===== src/rtl/dram_tester_pkg.sv =====
`timescale 1ns/1ps
package dram_tester_pkg;

  typedef enum logic [1:0] {
    OP_WRITE   = 2'd0,
    OP_READ    = 2'd1,
    OP_REFRESH = 2'd2
  } op_e;

  typedef enum logic [2:0] {
    PH_IDLE = 3'd0,
    PH_ROW  = 3'd1,
    PH_RAS  = 3'd2,
    PH_COL  = 3'd3,
    PH_CAS  = 3'd4,
    PH_PRE  = 3'd5
  } phase_e;

  typedef enum logic [2:0] {
    TS_AZERO = 3'd0,
    TS_AONE  = 3'd1,
    TS_ACHK  = 3'd2,
    TS_CWR   = 3'd3,
    TS_CRD   = 3'd4,
    TS_BLINK = 3'd5,
    TS_FAIL  = 3'd6
  } tstate_e;

  function automatic int imax(input int a, input int b);
    return (a > b) ? a : b;
  endfunction

endpackage


===== src/rtl/dram_strobe_seq.sv =====
`timescale 1ns/1ps
module dram_strobe_seq
  import dram_tester_pkg::*;
#(
  parameter int RA_BITS = 8,
  parameter int T_ASR   = 1,
  parameter int T_RCD   = 3,
  parameter int T_ASC   = 1,
  parameter int T_CAS   = 4,
  parameter int T_CAC   = 3,
  parameter int T_RAS   = 10,
  parameter int T_RP    = 8
) (
  input  logic               clk,
  input  logic               rst_n,
  input  logic               start,
  input  op_e                op,
  input  logic [RA_BITS-1:0] row,
  input  logic [RA_BITS-1:0] col,
  input  logic               wdata,
  output logic               idle,
  output logic               done,
  output logic               rdata,
  output logic [RA_BITS-1:0] pin_addr,
  output logic               pin_ras_n,
  output logic               pin_cas_n,
  output logic               pin_we_n,
  output logic               pin_wdata,
  input  logic               pin_rdata
);

  localparam int TMAX = imax(imax(imax(T_ASR, T_RCD), imax(T_ASC, T_CAS)),
                             imax(imax(T_RAS, T_RP), T_CAC));
  localparam int CW   = $clog2(TMAX + 1);

  phase_e             ph_q, ph_d;
  logic [CW-1:0]      cnt_q, cnt_d;
  op_e                op_q, op_d;
  logic [RA_BITS-1:0] row_q, row_d, col_q, col_d;
  logic               wd_q, wd_d;
  logic               rd_q, rd_d;
  logic               done_q, done_d;
  logic               last;
  logic               ras_last;

  always_comb begin
    ras_last = (op_q == OP_REFRESH) ? (cnt_q == CW'(T_RAS - 1))
                                    : (cnt_q == CW'(T_RCD - 1));
    case (ph_q)
      PH_ROW:  last = (cnt_q == CW'(T_ASR - 1));
      PH_RAS:  last = ras_last;
      PH_COL:  last = (cnt_q == CW'(T_ASC - 1));
      PH_CAS:  last = (cnt_q == CW'(T_CAS - 1));
      PH_PRE:  last = (cnt_q == CW'(T_RP - 1));
      default: last = 1'b0;
    endcase
  end

  always_comb begin
    ph_d   = ph_q;
    cnt_d  = last ? '0 : cnt_q + CW'(1);
    op_d   = op_q;
    row_d  = row_q;
    col_d  = col_q;
    wd_d   = wd_q;
    rd_d   = rd_q;
    done_d = 1'b0;
    case (ph_q)
      PH_IDLE: begin
        cnt_d = '0;
        if (start) begin
          ph_d  = PH_ROW;
          op_d  = op;
          row_d = row;
          col_d = col;
          wd_d  = wdata;
        end
      end
      PH_ROW: if (last) ph_d = PH_RAS;
      PH_RAS: if (last) ph_d = (op_q == OP_REFRESH) ? PH_PRE : PH_COL;
      PH_COL: if (last) ph_d = PH_CAS;
      PH_CAS: begin
        if (op_q == OP_READ && cnt_q == CW'(T_CAC - 1)) rd_d = pin_rdata;
        if (last) ph_d = PH_PRE;
      end
      PH_PRE: begin
        if (last) begin
          ph_d   = PH_IDLE;
          done_d = 1'b1;
        end
      end
      default: ph_d = PH_IDLE;
    endcase
  end

  always_ff @(posedge clk or negedge rst_n) begin
    if (!rst_n) begin
      ph_q   <= PH_IDLE;
      cnt_q  <= '0;
      op_q   <= OP_READ;
      row_q  <= '0;
      col_q  <= '0;
      wd_q   <= 1'b0;
      rd_q   <= 1'b0;
      done_q <= 1'b0;
    end else begin
      ph_q   <= ph_d;
      cnt_q  <= cnt_d;
      op_q   <= op_d;
      row_q  <= row_d;
      col_q  <= col_d;
      wd_q   <= wd_d;
      rd_q   <= rd_d;
      done_q <= done_d;
    end
  end

  always_comb begin
    pin_ras_n = !(ph_q == PH_RAS || ph_q == PH_COL || ph_q == PH_CAS);
    pin_cas_n = (ph_q != PH_CAS);
    pin_we_n  = !((ph_q == PH_COL || ph_q == PH_CAS) && op_q == OP_WRITE);
    pin_addr  = (ph_q == PH_COL || ph_q == PH_CAS) ? col_q : row_q;
    pin_wdata = wd_q;
    idle      = (ph_q == PH_IDLE);
    done      = done_q;
    rdata     = rd_q;
  end

endmodule


===== src/rtl/dram_refresh_timer.sv =====
`timescale 1ns/1ps
module dram_refresh_timer #(
  parameter int RA_BITS  = 8,
  parameter int REF_CLKS = 1560
) (
  input  logic               clk,
  input  logic               rst_n,
  input  logic               ack,
  output logic               pending,
  output logic [RA_BITS-1:0] row
);

  localparam int TW = $clog2(REF_CLKS);

  logic [TW-1:0]      tcnt_q, tcnt_d;
  logic               pend_q, pend_d;
  logic [RA_BITS-1:0] row_q, row_d;
  logic               tick;

  always_comb begin
    tick   = (tcnt_q == TW'(REF_CLKS - 1));
    tcnt_d = tick ? '0 : tcnt_q + TW'(1);
    pend_d = pend_q;
    row_d  = row_q;
    if (ack) begin
      pend_d = 1'b0;
      row_d  = row_q + RA_BITS'(1);
    end
    if (tick) pend_d = 1'b1;
  end

  always_ff @(posedge clk or negedge rst_n) begin
    if (!rst_n) begin
      tcnt_q <= '0;
      pend_q <= 1'b0;
      row_q  <= '0;
    end else begin
      tcnt_q <= tcnt_d;
      pend_q <= pend_d;
      row_q  <= row_d;
    end
  end

  assign pending = pend_q;
  assign row     = row_q;

endmodule


===== src/rtl/dram_test_seq.sv =====
`timescale 1ns/1ps
module dram_test_seq
  import dram_tester_pkg::*;
#(
  parameter int RA_BITS    = 8,
  parameter int PAT_LOG    = 3,
  parameter int BLINK_CLKS = 5000000
) (
  input  logic               clk,
  input  logic               rst_n,
  input  logic               gnt,
  input  logic               done,
  input  logic               rdata,
  output logic               req,
  output op_e                op,
  output logic [RA_BITS-1:0] row,
  output logic [RA_BITS-1:0] col,
  output logic               wdata,
  output logic               led
);

  localparam int AW  = 2 * RA_BITS;
  localparam int BW  = $clog2(AW);
  localparam int BCW = $clog2(BLINK_CLKS + 1);

  tstate_e         st_q, st_d;
  logic            wait_q, wait_d;
  logic [BW-1:0]   bit_q, bit_d;
  logic [AW-1:0]   addr_q, addr_d;
  logic [PAT_LOG-1:0] shift_q, shift_d;
  logic            inv_q, inv_d;
  logic [BCW-1:0]  bcnt_q, bcnt_d;
  logic [AW-1:0]   loc;
  logic            exp_bit;
  logic            is_op;
  logic            addr_end;

  always_comb begin
    exp_bit  = (addr_q[PAT_LOG-1:0] == shift_q) ^ inv_q;
    addr_end = (addr_q == {AW{1'b1}});
    op       = OP_READ;
    loc      = '0;
    wdata    = 1'b0;
    is_op    = 1'b1;
    case (st_q)
      TS_AZERO: op = OP_WRITE;
      TS_AONE: begin
        op    = OP_WRITE;
        loc   = AW'(1) << bit_q;
        wdata = 1'b1;
      end
      TS_ACHK: op = OP_READ;
      TS_CWR: begin
        op    = OP_WRITE;
        loc   = addr_q;
        wdata = exp_bit;
      end
      TS_CRD: loc = addr_q;
      default: is_op = 1'b0;
    endcase
    row = loc[AW-1:RA_BITS];
    col = loc[RA_BITS-1:0];
    req = is_op && !wait_q;
    led = !(st_q == TS_BLINK || st_q == TS_FAIL);
  end

  always_comb begin
    st_d    = st_q;
    wait_d  = wait_q;
    bit_d   = bit_q;
    addr_d  = addr_q;
    shift_d = shift_q;
    inv_d   = inv_q;
    bcnt_d  = bcnt_q;
    if (req && gnt) wait_d = 1'b1;
    if (wait_q && done) begin
      wait_d = 1'b0;
      case (st_q)
        TS_AZERO: st_d = TS_AONE;
        TS_AONE:  st_d = TS_ACHK;
        TS_ACHK: begin
          if (rdata) st_d = TS_FAIL;
          else if (bit_q == BW'(AW - 1)) begin
            st_d    = TS_CWR;
            addr_d  = '0;
            shift_d = '0;
            inv_d   = 1'b0;
          end else begin
            bit_d = bit_q + BW'(1);
            st_d  = TS_AZERO;
          end
        end
        TS_CWR: begin
          addr_d = addr_q + AW'(1);
          if (addr_end) st_d = TS_CRD;
        end
        TS_CRD: begin
          addr_d = addr_q + AW'(1);
          if (rdata != exp_bit) st_d = TS_FAIL;
          else if (addr_end) begin
            if (!inv_q) begin
              inv_d = 1'b1;
              st_d  = TS_CWR;
            end else if (shift_q == {PAT_LOG{1'b1}}) begin
              st_d   = TS_BLINK;
              bcnt_d = '0;
            end else begin
              shift_d = shift_q + PAT_LOG'(1);
              inv_d   = 1'b0;
              st_d    = TS_CWR;
            end
          end
        end
        default: st_d = st_q;
      endcase
    end
    if (st_q == TS_BLINK) begin
      if (bcnt_q == BCW'(BLINK_CLKS - 1)) begin
        st_d  = TS_AZERO;
        bit_d = '0;
      end else begin
        bcnt_d = bcnt_q + BCW'(1);
      end
    end
  end

  always_ff @(posedge clk or negedge rst_n) begin
    if (!rst_n) begin
      st_q    <= TS_AZERO;
      wait_q  <= 1'b0;
      bit_q   <= '0;
      addr_q  <= '0;
      shift_q <= '0;
      inv_q   <= 1'b0;
      bcnt_q  <= '0;
    end else begin
      st_q    <= st_d;
      wait_q  <= wait_d;
      bit_q   <= bit_d;
      addr_q  <= addr_d;
      shift_q <= shift_d;
      inv_q   <= inv_d;
      bcnt_q  <= bcnt_d;
    end
  end

endmodule


===== src/rtl/dram_tester.sv =====
`timescale 1ns/1ps
module dram_tester
  import dram_tester_pkg::*;
#(
  parameter int RA_BITS    = 8,
  parameter int PAT_LOG    = 3,
  parameter int REF_CLKS   = 1560,
  parameter int BLINK_CLKS = 5000000,
  parameter int T_ASR      = 1,
  parameter int T_RCD      = 3,
  parameter int T_ASC      = 1,
  parameter int T_CAS      = 4,
  parameter int T_CAC      = 3,
  parameter int T_RAS      = 10,
  parameter int T_RP       = 8
) (
  input  logic               clk,
  input  logic               rst_n,
  output logic [RA_BITS-1:0] dram_addr,
  output logic               dram_ras_n,
  output logic               dram_cas_n,
  output logic               dram_we_n,
  output logic               dram_wdata,
  input  logic               dram_rdata,
  output logic               led
);

  localparam int ACC_CLKS = imax(T_ASR + T_RCD + T_ASC + T_CAS + T_RP,
                                 T_ASR + T_RAS + T_RP);

  logic               seq_idle, seq_done, seq_rdata, seq_start;
  op_e                seq_op, t_op;
  logic [RA_BITS-1:0] seq_row, t_row, t_col, ref_row;
  logic               t_req, t_gnt, t_wdata;
  logic               ref_pend, ref_ack;

  always_comb begin
    ref_ack   = seq_idle && ref_pend;
    t_gnt     = seq_idle && !ref_pend && t_req;
    seq_start = ref_ack || t_gnt;
    seq_op    = ref_pend ? OP_REFRESH : t_op;
    seq_row   = ref_pend ? ref_row : t_row;
  end

  dram_refresh_timer #(
    .RA_BITS (RA_BITS),
    .REF_CLKS(REF_CLKS)
  ) u_refresh (
    .clk    (clk),
    .rst_n  (rst_n),
    .ack    (ref_ack),
    .pending(ref_pend),
    .row    (ref_row)
  );

  dram_test_seq #(
    .RA_BITS   (RA_BITS),
    .PAT_LOG   (PAT_LOG),
    .BLINK_CLKS(BLINK_CLKS)
  ) u_test (
    .clk  (clk),
    .rst_n(rst_n),
    .gnt  (t_gnt),
    .done (seq_done),
    .rdata(seq_rdata),
    .req  (t_req),
    .op   (t_op),
    .row  (t_row),
    .col  (t_col),
    .wdata(t_wdata),
    .led  (led)
  );

  dram_strobe_seq #(
    .RA_BITS(RA_BITS),
    .T_ASR  (T_ASR),
    .T_RCD  (T_RCD),
    .T_ASC  (T_ASC),
    .T_CAS  (T_CAS),
    .T_CAC  (T_CAC),
    .T_RAS  (T_RAS),
    .T_RP   (T_RP)
  ) u_strobe (
    .clk      (clk),
    .rst_n    (rst_n),
    .start    (seq_start),
    .op       (seq_op),
    .row      (seq_row),
    .col      (t_col),
    .wdata    (t_wdata),
    .idle     (seq_idle),
    .done     (seq_done),
    .rdata    (seq_rdata),
    .pin_addr (dram_addr),
    .pin_ras_n(dram_ras_n),
    .pin_cas_n(dram_cas_n),
    .pin_we_n (dram_we_n),
    .pin_wdata(dram_wdata),
    .pin_rdata(dram_rdata)
  );

endmodule


===== config.mk =====
export PLATFORM = sky130hd
export DESIGN_NAME = dram_tester
export DESIGN_NICKNAME = d
export VERILOG_FILES = /design/src/rtl/dram_tester_pkg.sv /design/src/rtl/dram_strobe_seq.sv /design/src/rtl/dram_refresh_timer.sv /design/src/rtl/dram_test_seq.sv /design/src/rtl/dram_tester.sv
export SDC_FILE = /design/constraint.sdc
export NUM_CORES = 1
export LEC_CHECK = 0
export CAP_MARGIN = 40
export CORE_MARGIN = 1
export CORE_UTILIZATION = 40
export CTS_BUF_LIST = sky130_fd_sc_hd__clkbuf_8
export DETAILED_ROUTE_END_ITERATION = 12
export GPL_TIMING_DRIVEN = 0
export PLACE_DENSITY = 0.57
export SLEW_MARGIN = 20
export SYNTH_ARGS = -nofsm -noshare
export SYNTH_HDL_FRONTEND = slang
export SYNTH_HIERARCHICAL = 1
export SYNTH_SLANG_ARGS = --single-unit
export TNS_END_PERCENT = 30

===== constraint.sdc =====
create_clock -name clk -period 4.2 [get_ports clk]
set_clock_uncertainty 0.15 [all_clocks]
set_input_delay 0.63 -clock clk [delete_from_list [all_inputs] [get_ports clk]]
set_output_delay 0.63 -clock clk [all_outputs]
set_load 0.02 [all_outputs]

Yosys cells after proc, flatten, opt, wreduce, memory -nomap -nowiden

Index checks and enable logic that the tools add are counted.

Logic and storage cells: 168
Output and inout bits: 13
Bits in registers: 99
Input port bits: 3

Reductions and logical operators: 36
Bitwise gates (word level): 1
Shift-type cells: 1
Equal/unequal tests: 37
Muxes and demuxes: 68
Add/sub/neg operators: 7

Operator list:

| cell                    | number |
|---|---|
| $mux W23                | 8 |
| $mux W3                 | 22 |
| $pmux W16 S2            | 2 |
| $mux W16                | 2 |
| $mux W4                 | 8 |
| $add A23 B1 Y23 const B | 1 |
| $eq A23 B23 Y1 const B  | 1 |
| $eq A3 B3 Y1 const B    | 6 |
| $ne A2 B1 Y1 const B    | 9 |
| $pmux W3 S6             | 1 |
| $add A16 B1 Y16 const B | 1 |
| $eq A16 B16 Y1 const B  | 1 |
| $mux W8                 | 2 |
| $shl A1 B4 Y16 const A  | 1 |
| $mux W1                 | 15 |
| $pmux W3 S5             | 1 |
| $eq A3 B2 Y1 const B    | 4 |
| $reduce_and A6 Y1       | 2 |
| $add A11 B1 Y11 const B | 1 |
| $eq A11 B11 Y1 const B  | 1 |
| $mux W11                | 1 |
| $add A4 B1 Y4 const B   | 2 |
| $add A8 B1 Y8 const B   | 1 |
| $eq A4 B2 Y1 const B    | 2 |
| other kinds (28)        | 55 |

Logic depth before layout (Yosys ltp)

Word-level depth: 9
Mapped depth: 9
Gate-level depth less buffers: 7

Cells and area by module

The synthesis kept the hierarchy.

Modules (own cells, without submodules):

| module             | times used | sequential area each (µm²) | area each (µm²) | cells an instance |
|---|---|---|---|---|
| dram_test_seq      | 1          | 1276.2                     | 3234.4          | 361 |
| dram_strobe_seq    | 1          | 701.9                      | 1406.3          | 111 |
| dram_refresh_timer | 1          | 500.5                      | 859.6           | 76 |
| dram_tester        | 1          | 0.0                        | 155.1           | 14 |

Worst setup path before layout

OpenSTA, ideal clock, no wires.

Path type: reg2reg
Start: reg u_test.st_q[2]
End: reg u_strobe.col_q[5]
Period minus slack after synthesis: 2.164 ns
Path slack: 2.036 ns
Library setup time: 0.125 ns
Path buffers: 4
Arrival: 1.889 ns
Cell stages (with the launch flop): 10
Required time: 3.925 ns
Cells stage by stage: dfrtp_1 buf_2 buf_1 o21a_1 nor2_1 o21a_1 and2_1 buf_6 buf_6 mux2_4

Cells in the longest elaborated chain, start to end: 7
Elaborated cells on any way between the ends: 13
Classes of those cells: 4 x eq/ne; 2 x mux; 7 x reduce/logical

RTL lines:

| what                                 | line                   | RTL |
|---|---|---|
| from (decl)                          | dram_test_seq.sv:26    | `tstate_e st_q, st_d;` |
| from (signal assigned)               | dram_test_seq.sv:137   | `st_q <= st_d;` |
| $eq A3 B1 Y1 (tied with other cells) | dram_test_seq.sv:45    | `case (st_q)` |
| $reduce_or A5 Y1 (no line) *         | --                     |  |
| $mux W1 *                            | dram_test_seq.sv:45    |  |
| $logic_and A1 B1 Y1 *                | dram_test_seq.sv:63    | `req = is_op && !wait_q;` |
| via t_req                            | dram_tester.sv:34      | `logic t_req, t_gnt, t_wdata;` |
| $logic_and A1 B1 Y1 *                | dram_tester.sv:39      | `t_gnt = seq_idle && !ref_pend && t_req;` |
| $logic_or A1 B1 Y1 *                 | dram_tester.sv:40      | `seq_start = ref_ack \|\| t_gnt;` |
| via seq_start                        | dram_tester.sv:31      | `logic seq_idle, seq_done, seq_rdata, seq_start;` |
| $reduce_and A2 Y1 (no line) *        | --                     |  |
| to (signal assigned)                 | dram_strobe_seq.sv:111 | `col_q <= col_d;` |
| to (decl)                            | dram_strobe_seq.sv:39  | `logic [RA_BITS-1:0] row_q, row_d, col_q, col_d;` |

Mark *: on every way through the listed nets, which the timed path passes. The rest lies on a longest branch.
A chain may end at the register's enable or synchronous reset.

Worst setup path in the final report

Start: reg u_strobe.ph_q[1]
End: out dram_addr[4]

Cells in the longest elaborated chain, start to end: 3
Elaborated cells on any way between the ends: 4
Classes of those cells: 2 x eq/ne; 1 x mux; 1 x reduce/logical

RTL lines:

| what                                                | line                   | RTL |
|---|---|---|
| from (decl)                                         | dram_strobe_seq.sv:36  | `phase_e ph_q, ph_d;` |
| from (signal assigned)                              | dram_strobe_seq.sv:107 | `ph_q <= ph_d;` |
| $eq A3 B2 Y1 / $eq A3 B3 Y1 (equally long branches) | dram_strobe_seq.sv:122 | `pin_addr = (ph_q == PH_COL \|\| ph_q == PH_CAS) ? col_q : row_q;` |
| $logic_or A1 B1 Y1 *                                | dram_strobe_seq.sv:122 |  |
| $mux W8 *                                           | dram_strobe_seq.sv:122 |  |
| to (decl)                                           | dram_tester.sv:19      | `output logic [RA_BITS-1:0] dram_addr,` |

Mark *: on every way between the ends. The rest lies on a longest branch, timed or not.

==> results.toml <==
[routing]
wl_per_cell_um = 16.0
antenna_left = 0
drt_iter0_markers = 253
drt-pass1-iter-count = 4
wl_mm = 12.4
num_vias = 4237
drc = 0
via_per_inst = 5.47

[cts]
clk_latency_ps = 390
cts-root-buf = "clkbuf_8"
clockBufferDepth = 2
post_cts_buffers = 0
ctsResizeCount = 0
clkSinkCount = 99
cts_tree = "done"
cts_hold_buf = 0
htree_levels = 3
numCtsBuffers = 9
clkSlewWorstSetupHoldPaths_ps = 110

[timing]
worst_pin_slew_ps = 679
setup_viol_count_final = 0
fmax_mhz = 301
slew_headroom_pct = 54.1
hold_viol_final = 0
rsz0062_at_grt = "no"
final.min_clock_period_ps = 3320
slew_violations = 0
period_share_pct = 79.1

[floorplanning]
std_cell_rows = 43
die_y_um = 121
core_area_um2 = 13800
io_pins = 16
initial_core_util_pct = 40.9
die_area_um2 = 14600
die_x_um = 121

[layout]
multi_input_area_um2 = 3000
fillers = 1275
final_cell_mix = "dfrtp_1 (98), nor2_1 (64), nand2_1 (41)"
antenna_cells = 0
seqCellArea_um2 = 2480
final_cells = 774
post-route-cell-area_um2 = 6250
layout_commonest_cell = "dfrtp_1"
area_growth_pct = 10.5
drive_gt1_share_pct = 11.1
layout.nets = 608

[placed_design]
dpl_cell_area_um2 = 6060
dp_hpwl_mm = 8.90
io_buffers = 15
gp_congestion = 0.851
dp_cells = 758

[min_path]
hp-class = "input pin to async pin"

[synthesis]
synth-seq-cells = 99
synth-edff-count = 0
ys_seq_area_share_pct = 43.8
async_flop_share_pct = 100
ys.flop_type = "dfrtp_1"
ys_warn_count = 6
synthCells = 562
avgSynthCellArea_um2 = 10.1
synthesis.nets = 581
syn_area_um2 = 5660
synth.distinct_cells = 62

[run_status]
status = "completed"

[setup_path]
worst_setup_path_end_kind = "primary output"
path_max_fanout = 9
start_kind = "register"
worstPathArrival_ps = 2540
setup.worst_path.class = "register to primary output"
timing.rr.start = "u_test/addr_q[0]$_DFFE_PN0P_"
timing.rr.end = "u_test/bcnt_q[15]$_DFF_PN0_"
reg2regPathDepth = 7
r2r_slack_ps = 1620
required_ps = 3420

[global_route]
grt_pass1_vias = 4154
antenna_found_initial = 0
grt-ovfl-total = 0
grt_pass1_wl_mm = 21.0
grtUsageTotal_pct = 18.5
grt_max_degree = 51

[flow_run]
max_cap_violations = 0

[pwr]
leakage_nw = 2.82
p_per_area_nw_per_um2 = 315
peakVddDrop_v = 0.000125
[metal layers]
layer	share of wire, %	track usage, %	vias up
li1	-	-	2057
met1	50	26.0	2097
met2	45	28.2	68
met3	3.1	2.91	15
met4	1.9	7.95	0
met5	0	0	-
[worst max-delay path, cell delays in order, from the launching register on]
cell,delay [ps]
dfrtp_1,430
inv_1,100
nand2_1,130
nor2_1,90
a21oi_2,450
mux2_2,410
clkdlybuf4s50_1,540
[per-stage QoR]
step / power (W) / hold WS [ps] / setup WS (ps) / TNS, ps / util, %
floorplan: 0.00127 / 184 / 2040 / 0 / -
global placement: 0.00136 / 299 / -1470 / -144040 / 43.6
detailed placement: 0.00137 / 308 / 1340 / 0 / 43.8
CTS: 0.00199 / 14.3 / 888 / 0 / 45.2
global route: 0.00207 / 36.5 / 749 / 0 / 45.2
finish: 0.00197 / 15.9 / 877 / 0 / 45.2
[cell families (layout without fill, tap and decap cells)]
| kind of cell | after synthesis | in the layout | synth area share (%) |
|---|---|---|---|
| AOI/OAI and AO/OA | 87 | 87 | 10.8 |
| DFF | 99 | 99 | 43.8 |
| and+or+nand+nor | 232 | 232 | 21.7 |
| adders and majority gates | 16 | 16 | 3.54 |
| xor gates and xnor gates | 48 | 48 | 7.68 |
| buffers and inverters | 37 | 69 | 3.19 |
| muxes | 42 | 42 | 9.25 |
| other | 1 | 1 | 0.0663 |
[synthesized netlist by cell type, types with 4 or more instances]
cell | count | share of area (%)
clkbuf_1 | 7 | 0.46
o21ai_0 | 28 | 2.5
mux2_4 | 15 | 4.0
nand2_1 | 41 | 2.7
mux2_1 | 10 | 2.0
nor4_1 | 5 | 0.55
and2_1 | 9 | 1.0
a22o_1 | 16 | 2.5
a21o_1 | 4 | 0.53
a21oi_1 | 11 | 0.97
xnor2_1 | 14 | 2.2
and3_1 | 18 | 2.0
mux2_2 | 12 | 2.4
nor2_1 | 64 | 4.2
o22ai_1 | 5 | 0.55
nor2b_1 | 4 | 0.44
nor3_1 | 11 | 0.97
xor2_1 | 33 | 5.1
inv_1 | 20 | 1.3
nand2b_1 | 7 | 0.77
ha_1 | 16 | 3.5
dfrtp_1 | 98 | 43
mux2i_1 | 5 | 0.88
nand3_1 | 28 | 2.5
buf_6 | 4 | 0.80
or3_1 | 5 | 0.55
nand4_1 | 19 | 2.1
[sequential cells by signal, summed over array words and instances, names as in the netlist]
name and flops:
u_test/bit_q 4, u_test/shift_q 3, u_strobe/cnt_q 4, u_test/wait_q 1
u_refresh/row 8, u_test/bcnt_q 23, u_strobe/pin_wdata 1, u_test/inv_q 1
u_strobe/col_q 8, u_strobe/op_q 2, u_strobe/row_q 8, u_refresh/tcnt_q 11
u_strobe/rdata 1, u_strobe/done 1, u_strobe/ph_q 3, u_test/addr_q 16
u_test/st_q 3, u_refresh/pending 1
[worst max-delay path by stage]
stage | startpoint | end | slack, ps
after floorplan | u_test/st_q[2]$_DFF_PN0_ | u_strobe/col_q[5]$_DFFE_PN0P_ | 2040
after global placement | rst_n | u_test/bcnt_q[0]$_DFF_PN0_ | -1470
final | u_strobe/ph_q[1]$_DFFE_PN0P_ | dram_addr[4] | 880
after detailed placement | u_strobe/ph_q[1]$_DFFE_PN0P_ | dram_addr[7] | 1340
after global routing | u_strobe/ph_q[1]$_DFFE_PN0P_ | dram_addr[7] | 750
after CTS | u_strobe/ph_q[1]$_DFFE_PN0P_ | dram_addr[7] | 890
[layout make-up]
cell class | instances | share of cell area [%]
well taps | 180 | 3.60
clock inverters | 6 | 0.861
multi-input cells | 426 | 47.9
inverters | 20 | 1.20
repair buffers | 16 | 2.86
clock buffers | 10 | 2.20
flip-flops and latches | 99 | 39.7
plain buffers | 17 | 1.68
[report_power, final]
group,switching (W),total [W],internal (W)
Clock,0.000369,0.000612,0.000243
Sequential,0.0000415,0.00103,0.000988
Combinational,0.000192,0.000328,0.000136
Note: power is estimated with default switching activity, not from simulation.
